[src/rtl/pfsPkg.sv]
package pfsPkg;
  // strobes from the slot sequencer to the frame datapath
  typedef struct packed {
    logic loadFrame;  // enabled edge that begins slot 0
    logic shiftBit;   // enabled edge inside a frame
  } pfsStrobe_t;
endpackage

[src/rtl/pfsCtrl.sv]
module pfsCtrl
  import pfsPkg::*;
#(
  parameter int FRAME_W = 28
) (
  input  logic       clk,
  input  logic       rstN,
  input  logic       slotEn,
  output pfsStrobe_t strobe,
  output logic       pixClk,
  output logic       lastSlot
);
  localparam int SLOT_W = $clog2(FRAME_W);
  localparam logic [SLOT_W-1:0] LAST_SLOT = SLOT_W'(FRAME_W - 1);
  localparam logic [SLOT_W-1:0] HALF_SLOT = SLOT_W'(FRAME_W / 2);

  logic [SLOT_W-1:0] slotCnt;

  assign lastSlot         = (slotCnt == LAST_SLOT);
  assign strobe.loadFrame = slotEn && lastSlot;
  assign strobe.shiftBit  = slotEn && !lastSlot;
  assign pixClk           = (slotCnt < HALF_SLOT);

  always_ff @(posedge clk) begin
    if (!rstN) begin
      slotCnt <= LAST_SLOT;
    end else if (slotEn) begin
      slotCnt <= lastSlot ? '0 : slotCnt + 1'b1;
    end
  end


  slot_range_chk: assert property (@(posedge clk) disable iff (!rstN)
    slotCnt <= LAST_SLOT);


  pix_rise_chk: assert property (@(posedge clk) disable iff (!rstN)
    $rose(pixClk) |-> $past(strobe.loadFrame));


  pix_hold_chk: assert property (@(posedge clk) disable iff (!rstN)
    !slotEn |=> $stable(pixClk));
endmodule

[src/rtl/pfsScrambler.sv]
module pfsScrambler #(
  parameter int              LFSR_W = 16,
  parameter logic [LFSR_W-1:0] TAPS = 16'hB400,
  parameter logic [LFSR_W-1:0] SEED = 16'hACE1,
  parameter int              KEY_W  = 24
) (
  input  logic             clk,
  input  logic             rstN,
  input  logic             advance,
  output logic [KEY_W-1:0] key
);
  logic [LFSR_W-1:0] state;
  logic [LFSR_W-1:0] stateNext;

  // KEY_W steps of the Fibonacci register, first output lands in the MSB
  always_comb begin
    logic [LFSR_W-1:0] walk;
    walk = state;
    key  = '0;
    for (int i = 0; i < KEY_W; i++) begin
      key[KEY_W-1-i] = walk[LFSR_W-1];
      walk = {walk[LFSR_W-2:0], ^(walk & TAPS)};
    end
    stateNext = walk;
  end

  always_ff @(posedge clk) begin
    if (!rstN)        state <= SEED;
    else if (advance) state <= stateNext;
  end


  lfsr_nonzero_chk: assert property (@(posedge clk) disable iff (!rstN)
    state != '0);
endmodule

[src/rtl/pfsDatapath.sv]
module pfsDatapath
  import pfsPkg::*;
#(
  parameter int              COLOR_W   = 8,
  parameter int              LFSR_W    = 16,
  parameter logic [LFSR_W-1:0] LFSR_TAPS = 16'hB400,
  parameter logic [LFSR_W-1:0] LFSR_SEED = 16'hACE1
) (
  input  logic               clk,
  input  logic               rstN,
  input  pfsStrobe_t         strobe,
  input  logic               lastSlot,
  input  logic               mode18,
  input  logic [COLOR_W-1:0] red,
  input  logic [COLOR_W-1:0] green,
  input  logic [COLOR_W-1:0] blue,
  input  logic               hSync,
  input  logic               vSync,
  input  logic               dataEn,
  output logic               serOut
);
  localparam int PAYLOAD_W = 3 * COLOR_W;
  localparam int HALF_W    = PAYLOAD_W / 2;
  localparam int FRAME_W   = PAYLOAD_W + 4;
  localparam int ONES_W    = $clog2(PAYLOAD_W + 1);
  localparam int DISP_W    = ONES_W + 2;
  localparam int DISP_MAX  = PAYLOAD_W;
  localparam logic [COLOR_W-1:0] MASK18 = {{(COLOR_W-2){1'b1}}, 2'b00};

  logic [PAYLOAD_W-1:0] keyStream;
  logic [PAYLOAD_W-1:0] rawWord;
  logic [PAYLOAD_W-1:0] scrWord;
  logic [PAYLOAD_W-1:0] sentWord;
  logic [ONES_W-1:0]    onesCnt;
  logic signed [DISP_W-1:0] wordDisp;
  logic signed [DISP_W-1:0] runDisp;
  logic signed [DISP_W-1:0] runDispNext;
  logic                 invert;
  logic                 ctlA;
  logic                 ctlB;
  logic [FRAME_W-1:0]   newFrame;
  logic [FRAME_W-1:0]   frameReg;

  pfsScrambler #(
    .LFSR_W(LFSR_W), .TAPS(LFSR_TAPS), .SEED(LFSR_SEED), .KEY_W(PAYLOAD_W)
  ) i_scr (
    .clk    (clk),
    .rstN   (rstN),
    .advance(strobe.loadFrame),
    .key    (keyStream)
  );

  // payload word: colours in active video, syncs during blanking
  always_comb begin
    if (!dataEn) begin
      rawWord = {hSync, vSync, {(PAYLOAD_W-2){1'b0}}};
    end else if (mode18) begin
      rawWord = {red & MASK18, green & MASK18, blue & MASK18};
    end else begin
      rawWord = {red, green, blue};
    end
  end

  assign scrWord = rawWord ^ keyStream;

  always_comb begin
    onesCnt = '0;
    for (int i = 0; i < PAYLOAD_W; i++) onesCnt = onesCnt + ONES_W'(scrWord[i]);
  end

  assign wordDisp    = DISP_W'({onesCnt, 1'b0}) - DISP_W'(PAYLOAD_W);
  assign invert      = ((runDisp > 0) && (wordDisp > 0)) ||
                       ((runDisp < 0) && (wordDisp < 0));
  assign sentWord    = invert ? ~scrWord : scrWord;
  assign runDispNext = invert ? runDisp - wordDisp : runDisp + wordDisp;
  assign ctlA        = dataEn;
  assign ctlB        = dataEn ^ invert;

  assign newFrame = {1'b1, sentWord[PAYLOAD_W-1:HALF_W], ctlA, ctlB,
                     sentWord[HALF_W-1:0], 1'b0};

  always_ff @(posedge clk) begin
    if (!rstN) begin
      frameReg <= '0;
      runDisp  <= '0;
    end else if (strobe.loadFrame) begin
      frameReg <= newFrame;
      runDisp  <= runDispNext;
    end else if (strobe.shiftBit) begin
      frameReg <= {frameReg[FRAME_W-2:0], 1'b0};
    end
  end

  assign serOut = frameReg[FRAME_W-1];


  start_bit_chk: assert property (@(posedge clk) disable iff (!rstN)
    strobe.loadFrame |=> serOut);


  stop_bit_chk: assert property (@(posedge clk) disable iff (!rstN)
    lastSlot |-> !serOut);


  disp_bound_chk: assert property (@(posedge clk) disable iff (!rstN)
    (runDisp <= DISP_MAX) && (runDisp >= -DISP_MAX));


  disp_fall_chk: assert property (@(posedge clk) disable iff (!rstN)
    (strobe.loadFrame && runDisp > 0) |=> runDisp <= $past(runDisp));


  disp_rise_chk: assert property (@(posedge clk) disable iff (!rstN)
    (strobe.loadFrame && runDisp < 0) |=> runDisp >= $past(runDisp));


  ser_hold_chk: assert property (@(posedge clk) disable iff (!rstN)
    !(strobe.loadFrame || strobe.shiftBit) |=> $stable(serOut));
endmodule

[src/rtl/pixelFrameSerializer.sv]
module pixelFrameSerializer
  import pfsPkg::*;
#(
  parameter int              COLOR_W   = 8,
  parameter int              LFSR_W    = 16,
  parameter logic [LFSR_W-1:0] LFSR_TAPS = 16'hB400,
  parameter logic [LFSR_W-1:0] LFSR_SEED = 16'hACE1
) (
  input  logic               clk,
  input  logic               rstN,
  input  logic               slotEn,
  input  logic               mode18,
  input  logic [COLOR_W-1:0] red,
  input  logic [COLOR_W-1:0] green,
  input  logic [COLOR_W-1:0] blue,
  input  logic               hSync,
  input  logic               vSync,
  input  logic               dataEn,
  output logic               serOut,
  output logic               pixClk
);
  localparam int FRAME_W = 3 * COLOR_W + 4;

  pfsStrobe_t strobe;
  logic       lastSlot;

  pfsCtrl #(.FRAME_W(FRAME_W)) i_ctrl (
    .clk     (clk),
    .rstN    (rstN),
    .slotEn  (slotEn),
    .strobe  (strobe),
    .pixClk  (pixClk),
    .lastSlot(lastSlot)
  );

  pfsDatapath #(
    .COLOR_W(COLOR_W), .LFSR_W(LFSR_W),
    .LFSR_TAPS(LFSR_TAPS), .LFSR_SEED(LFSR_SEED)
  ) i_dp (
    .clk     (clk),
    .rstN    (rstN),
    .strobe  (strobe),
    .lastSlot(lastSlot),
    .mode18  (mode18),
    .red     (red),
    .green   (green),
    .blue    (blue),
    .hSync   (hSync),
    .vSync   (vSync),
    .dataEn  (dataEn),
    .serOut  (serOut)
  );
endmodule

[config.mk]
export PLATFORM = sky130hd
export DESIGN_NAME = pixelFrameSerializer
export DESIGN_NICKNAME = d
export VERILOG_FILES = /design/src/rtl/pfsPkg.sv /design/src/rtl/pfsCtrl.sv /design/src/rtl/pfsScrambler.sv /design/src/rtl/pfsDatapath.sv /design/src/rtl/pixelFrameSerializer.sv
export SDC_FILE = /design/constraint.sdc
export NUM_CORES = 1
export LEC_CHECK = 0
export ABC_AREA = 1
export BUFFER_PORTS_ARGS = -buffer_cell sky130_fd_sc_hd__buf_2
export CAP_MARGIN = 30
export CORE_MARGIN = 3
export CORE_UTILIZATION = 55
export DETAILED_ROUTE_END_ITERATION = 7
export GPL_TIMING_DRIVEN = 0
export PLACE_DENSITY = 0.74
export SLEW_MARGIN = 20
export SYNTH_ARGS = -nofsm -noshare
export SYNTH_HDL_FRONTEND = slang
export SYNTH_HIERARCHICAL = 1
export SYNTH_SLANG_ARGS = --single-unit
[constraint.sdc]
create_clock -name clk -period 11.7 [get_ports clk]
set_input_delay 2.34 -clock clk [delete_from_list [all_inputs] [get_ports clk]]
set_output_delay 2.34 -clock clk [all_outputs]
set_load 0.05 [all_outputs]
**Word-level counts from Yosys, hierarchy flattened**

Cells that the tools add are included.

- Bits in registers: 55
- Output and inout bits: 2
- Logic and storage cells: 78

- Add/subtract/negate cells: 27
- Magnitude comparators: 5
- Eq/ne operators: 1
- Multiplexer cells: 7
- Bitwise operators: 3
- Reductions and logical operators: 31

Operator list:

| operator | number |
|---|---|
| $reduce_xor A16 Y1 | 24 |
| $add A5 B1 Y5 | 22 |
| $mux W28 | 2 |
| $mux W24 | 2 |
| $not A24 Y24 | 1 |
| $xor A24 B24 Y24 | 1 |
| $mux W18 | 1 |
| $gt A7 B1 Y1 const B | 2 |
| $lt A7 B1 Y1 const B | 2 |
| $add A7 B7 Y7 | 1 |
| $mux W7 | 1 |
| $sub A6 B5 Y7 const B | 1 |
| $sub A7 B7 Y7 | 1 |
| $add A5 B1 Y5 const B | 1 |
| $eq A5 B5 Y1 const B | 1 |
| $lt A5 B4 Y1 const B | 1 |
| $mux W5 | 1 |
| $logic_and A1 B1 Y1 | 4 |
| $add A1 B1 Y2 | 1 |
| $reduce_bool A2 Y1 | 1 |
| $logic_not A1 Y1 | 1 |
| $logic_or A1 B1 Y1 | 1 |
| $xor A1 B1 Y1 | 1 |

**Logic depth before layout (Yosys ltp)**

- Word-level depth: 32
- Mapped depth: 44
- Mapped depth without buffers: 41

**Modules after synthesis**

The synthesis kept the hierarchy.

By module, submodules not included:

| module | instances | cells each | area an instance (um^2) |
|---|---|---|---|
| pfsDatapath | 1 | 488 | 3,154.3 |
| pfsScrambler | 1 | 259 | 1,498.9 |
| pfsCtrl | 1 | 43 | 274.0 |

**Least setup slack after synthesis**

No wires, ideal clock.

- Kind: input port to flip-flop
- Start point: input dataEn
- End point: register i_dp.runDisp[6]
- Library setup time: 0.109 ns
- Arrival: 8.716 ns
- Required time: 11.591 ns
- Path slack: 2.875 ns
- Cell stages on the path: 43
- Cell sequence: buf_2 buf_2 nand2_1 xor2_1 inv_1 fa_1 inv_1 fa_1 inv_1 fa_1 fa_1 inv_1 fa_1 inv_1 ha_1 fa_1 inv_1 nand2_2 [7 not listed] nor2_2 nand2_4 nand2_2 buf_6 buf_6 nor2_2 xor2_1 ha_1 a21oi_1 nand2_1 nand2_1 nand2_1 a21oi_1 inv_1 nand2_1 nand3_1 nand2_1 inv_1

- Word-level cells in the longest chain between the ends: 30
- Elaborated cells on any way between the ends: 34
- Classes of those cells: add/sub (26); order compare (2); mux (2); bitwise (1); reduce/logical (3)

RTL lines:

| what | RTL line | RTL |
|---|---|---|
| from (decl) | pixelFrameSerializer.sv:18 | `input logic dataEn,` |
| $mux W24 * | pfsDatapath.sv:55 | `if (!dataEn) begin` |
| $xor A24 B24 Y24 * | pfsDatapath.sv:64 | `assign scrWord = rawWord ^ keyStream;` |
| $add A1 B1 Y2 | pfsDatapath.sv:68 | `for (int i = 0; i < PAYLOAD_W; i++) onesCnt = onesCnt + ONES_W'(scrWord[i]);` |
| $add A5 B1 Y5 (21 in series) | pfsDatapath.sv:68 |  |
| $add A5 B1 Y5 * | pfsDatapath.sv:68 |  |
| $sub A6 B5 Y7 * | pfsDatapath.sv:71 | `assign wordDisp = DISP_W'({onesCnt, 1'b0}) - DISP_W'(PAYLOAD_W);` |
| $gt A7 B1 Y1 / $lt A7 B1 Y1 (equally long branches) | pfsDatapath.sv:72, pfsDatapath.sv:73 |  |
| $logic_and A1 B1 Y1, on equally long branches | pfsDatapath.sv:72, pfsDatapath.sv:73 |  |
| $logic_or A1 B1 Y1 | pfsDatapath.sv:72 | `assign invert = ((runDisp > 0) && (wordDisp > 0)) \|\|` |
| $mux W7 * | pfsDatapath.sv:75 | `assign runDispNext = invert ? runDisp - wordDisp : runDisp + wordDisp;` |
| to (signal assigned) | pfsDatapath.sv:88 | `runDisp <= runDispNext;` |
| to (decl) | pfsDatapath.sv:36 | `logic signed [DISP_W-1:0] runDisp;` |

Every way passes the cells marked *; elsewhere a longest branch is shown, timed or not.
A chain may end at the register's enable or synchronous reset.

**Worst setup path in the final report**

Same ends and word-level chain as after synthesis.

==> impl_metrics.py <==
metrics = {
    "global_routing": {
        "globalRouteMet2Util_pct": 44.8,
        "grt_max_degree": 17,
        "met1_global_route_usage_pct": 36.3,
        "grt_use_met3_pct": 2.56,
        "grtUsageTotal_pct": 26.7,
        "initial_antenna_violation_count": 0,
        "grt_pass1_wl_mm": 21.6,
        "grt-busiest-layer": "met2",
        "global_route_total_overflow": 0,
        "grt_pass1_vias": 4599,
    },
    "worst_setup_path": {
        "path_class": "in -> reg",
        "timing.reg2reg.setup_slack_ps": 3790,
        "timing.critical_path.mode_cell": "nand2_1",
        "worst_ep_arrival_time_ps": 9690,
        "cpPeakStageDelay_ps": 550,
        "setup.worst_path.start_class": "primary input",
        "timing.critical_path.slowest_stage_cell": "fa_1",
        "crit-reg2reg-launch": "i_dp/i_scr/state[6]",
        "crit_path_max_fanout": 10,
        "endpoint_of_the_worst_slack_reg_to_reg_timing_path": "i_dp/runDisp[6]",
        "timing.reg2reg.worst_path_depth": 42,
        "crit_path_end_kind": "flip-flop",
        "cp_data_required_time_ps": 11920,
    },
    "routing": {
        "average_via_count_per_standard_cell": 5.24,
        "ant_nets": 0,
        "drc_violations_left": 0,
        "drtPass1Iterations": 5,
        "drt-initial-drc-count": 286,
        "num_vias": 4903,
        "wire_per_inst_um": 13.9,
        "totalWireLength_mm": 13.0,
    },
    "sta": {
        "rsz_0062_raised_after_global_routing": "no",
        "timing.final.setup_violations": 0,
        "timing.fmax_ghz": 0.106,
        "timing.final.max_slew_violations": 0,
        "relative_slew_slack_pct": 54.7,
        "timing.setup.tns_ps": 0,
        "final.setup_skew_ps": 6.20,
        "finalHoldViolCount": 0,
        "final_period_demand_of_the_worst_path_ps": 9470,
        "finalCritPeriodShare_pct": 81.0,
        "worst_tran_pin_value_ps": 675,
    },
    "clock_tree": {
        "cts_hold_repair.buffers": 0,
        "cts_resized": 0,
        "cts_setup_buffers": 0,
        "cts_tree": "built",
        "cts_inserted_buffers": 5,
        "cts_max_level": 2,
        "clk_pin_slew_ps": 100,
        "ctsRootBufferMaster": "clkbuf_8",
        "clock-sinks": 54,
        "cts.path.max_buffers": 2,
        "worstSkewPairLatency_ps": 310,
    },
    "logic_synthesis": {
        "most_common_cell_in_the_netlist": "nand2_1",
        "synth_top_cell_area_share_pct": 22.8,
        "synth_area_leaders": "nand2_1, dfxtp_1, nand3_1",
        "synth.ff_latch_count": 54,
        "synth.net_count": 853,
        "synth_seq_area_share_pct": 21.9,
        "netlist_top_cells_count": "nand2_1, inv_1, nand3_1",
        "synth.yosys.warnings": 6,
        "synth_area_per_cell_um2": 6.24,
        "count_of_flip_flops_with_a_built_in_enable_after_synthesis": 0,
        "synth_area_leader_cell": "nand2_1",
        "ys_types": 33,
        "synthArstFlopShare_pct": 0,
        "post_synth_instance_area_um2": 4930,
        "ys_dominant_reg_cell": "dfxtp_1",
        "cell_count_after_synthesis": 790,
    },
    "placed_design": {
        "place_hpwl_mm": 10.5,
        "io_buffer_count": 32,
        "place_congestion": 0.930,
    },
    "finish": {
        "finalNetCount": 892,
        "drive_gt1_share_pct": 8.92,
        "area_delta_synth_final_pct": 8.81,
        "diodes": 0,
    },
    "outcome": {
        "run_status": "completed",
    },
    "die": {
        "initial_core_utilization_pct": 58.2,
        "die-area_um2": 10100,
        "io_pins": 33,
        "die_w_um": 101,
        "dieHeight_um": 101,
        "rows": 33,
        "coreArea_um2": 8460,
    },
    "hold_path": {
        "whs_endpoint": "i_dp/frameReg[25]",
        "min_path_type": "reg -> reg",
        "worst_hold_startpoint": "i_dp/frameReg[25]",
        "holdPathStages": 2,
    },
    "job": {
        "drv.max_cap_violation_count": 0,
    },
}
cell type report:
class	count	area, um^2
Multi-Input combinational cell	599	3300
Fill cell	808	3100
Sequential cell	54	1080
Inverter	105	395
Timing Repair Buffer	32	160
Buffer	32	151
Tap cell	105	131
Clock buffer	6	82.6
Clock inverter	2	60.1
critical path: cells and delay by family:
family,cells,cell delay (ps)
AO/OA/AOI/OAI,2,360
XOR/XNOR,2,560
adder cells (fa/ha/maj),9,3860
buffers and inverters,11,870
AND/OR/NAND/NOR,17,1700
flip-flops by register name, summed over array words and instances (netlist names):
| name | cells |
|---|---|
| i_dp/i_scr/state | 16 |
| i_dp/frameReg | 27 |
| i_ctrl/slotCnt | 5 |
| i_dp/runDisp | 6 |
cells in the final DEF (no fill, tap or decap), drive strengths merged, types with 18 or more instances in the layout:
| master | instances |
|---|---|
| clkbuf | 23 |
| xnor2 | 25 |
| o21ai | 20 |
| a21oi | 53 |
| inv | 103 |
| nor2 | 32 |
| dfxtp | 54 |
| fa | 18 |
| nand2 | 304 |
| nand3 | 83 |
| buf | 47 |
| xor2 | 37 |
stage by stage:
stage                     hold WS (ps)  area [um^2]  instances  worst slack (ps)  util [%]
after floorplan                    442         4930        790              2870         -
after global placement             453         5220        927              2110      61.7
after detailed placement           456         5220        927              1920      61.7
after CTS                          471         5360        935              2250      63.3
after global routing               497         5360        935              1720      63.3
final                              469         5360        935              2230      63.3
cells by family after synthesis:
group,Yosys count,synth area share (%)
simple gates,429,36.4
buf+inv,137,11.1
compound gates,76,7.92
xor+xnor,62,11.8
flops,54,21.9
fa+ha+maj,32,10.9
worst max path at each step:
stage	end	slack, ps	cells past startpoint	startpoint
final	i_dp/runDisp[6]	2230	41	dataEn
after detailed placement	i_dp/runDisp[6]	1920	41	dataEn
after CTS	i_dp/runDisp[6]	2250	41	dataEn
after global routing	i_dp/runDisp[6]	1720	41	dataEn
after floorplan	i_dp/runDisp[6]	2870	43	dataEn
after global placement	i_dp/runDisp[6]	2110	41	dataEn
metal layers:
metal	wire, um	part of all wire (%)
met1	5960	46
met2	6090	47
met3	722	5.6
met4	229	1.8
met5	0	0
Power is left out: the tool's default activity adds up to more than one toggle a clock period on the data nets, which glitch-free logic cannot reach.
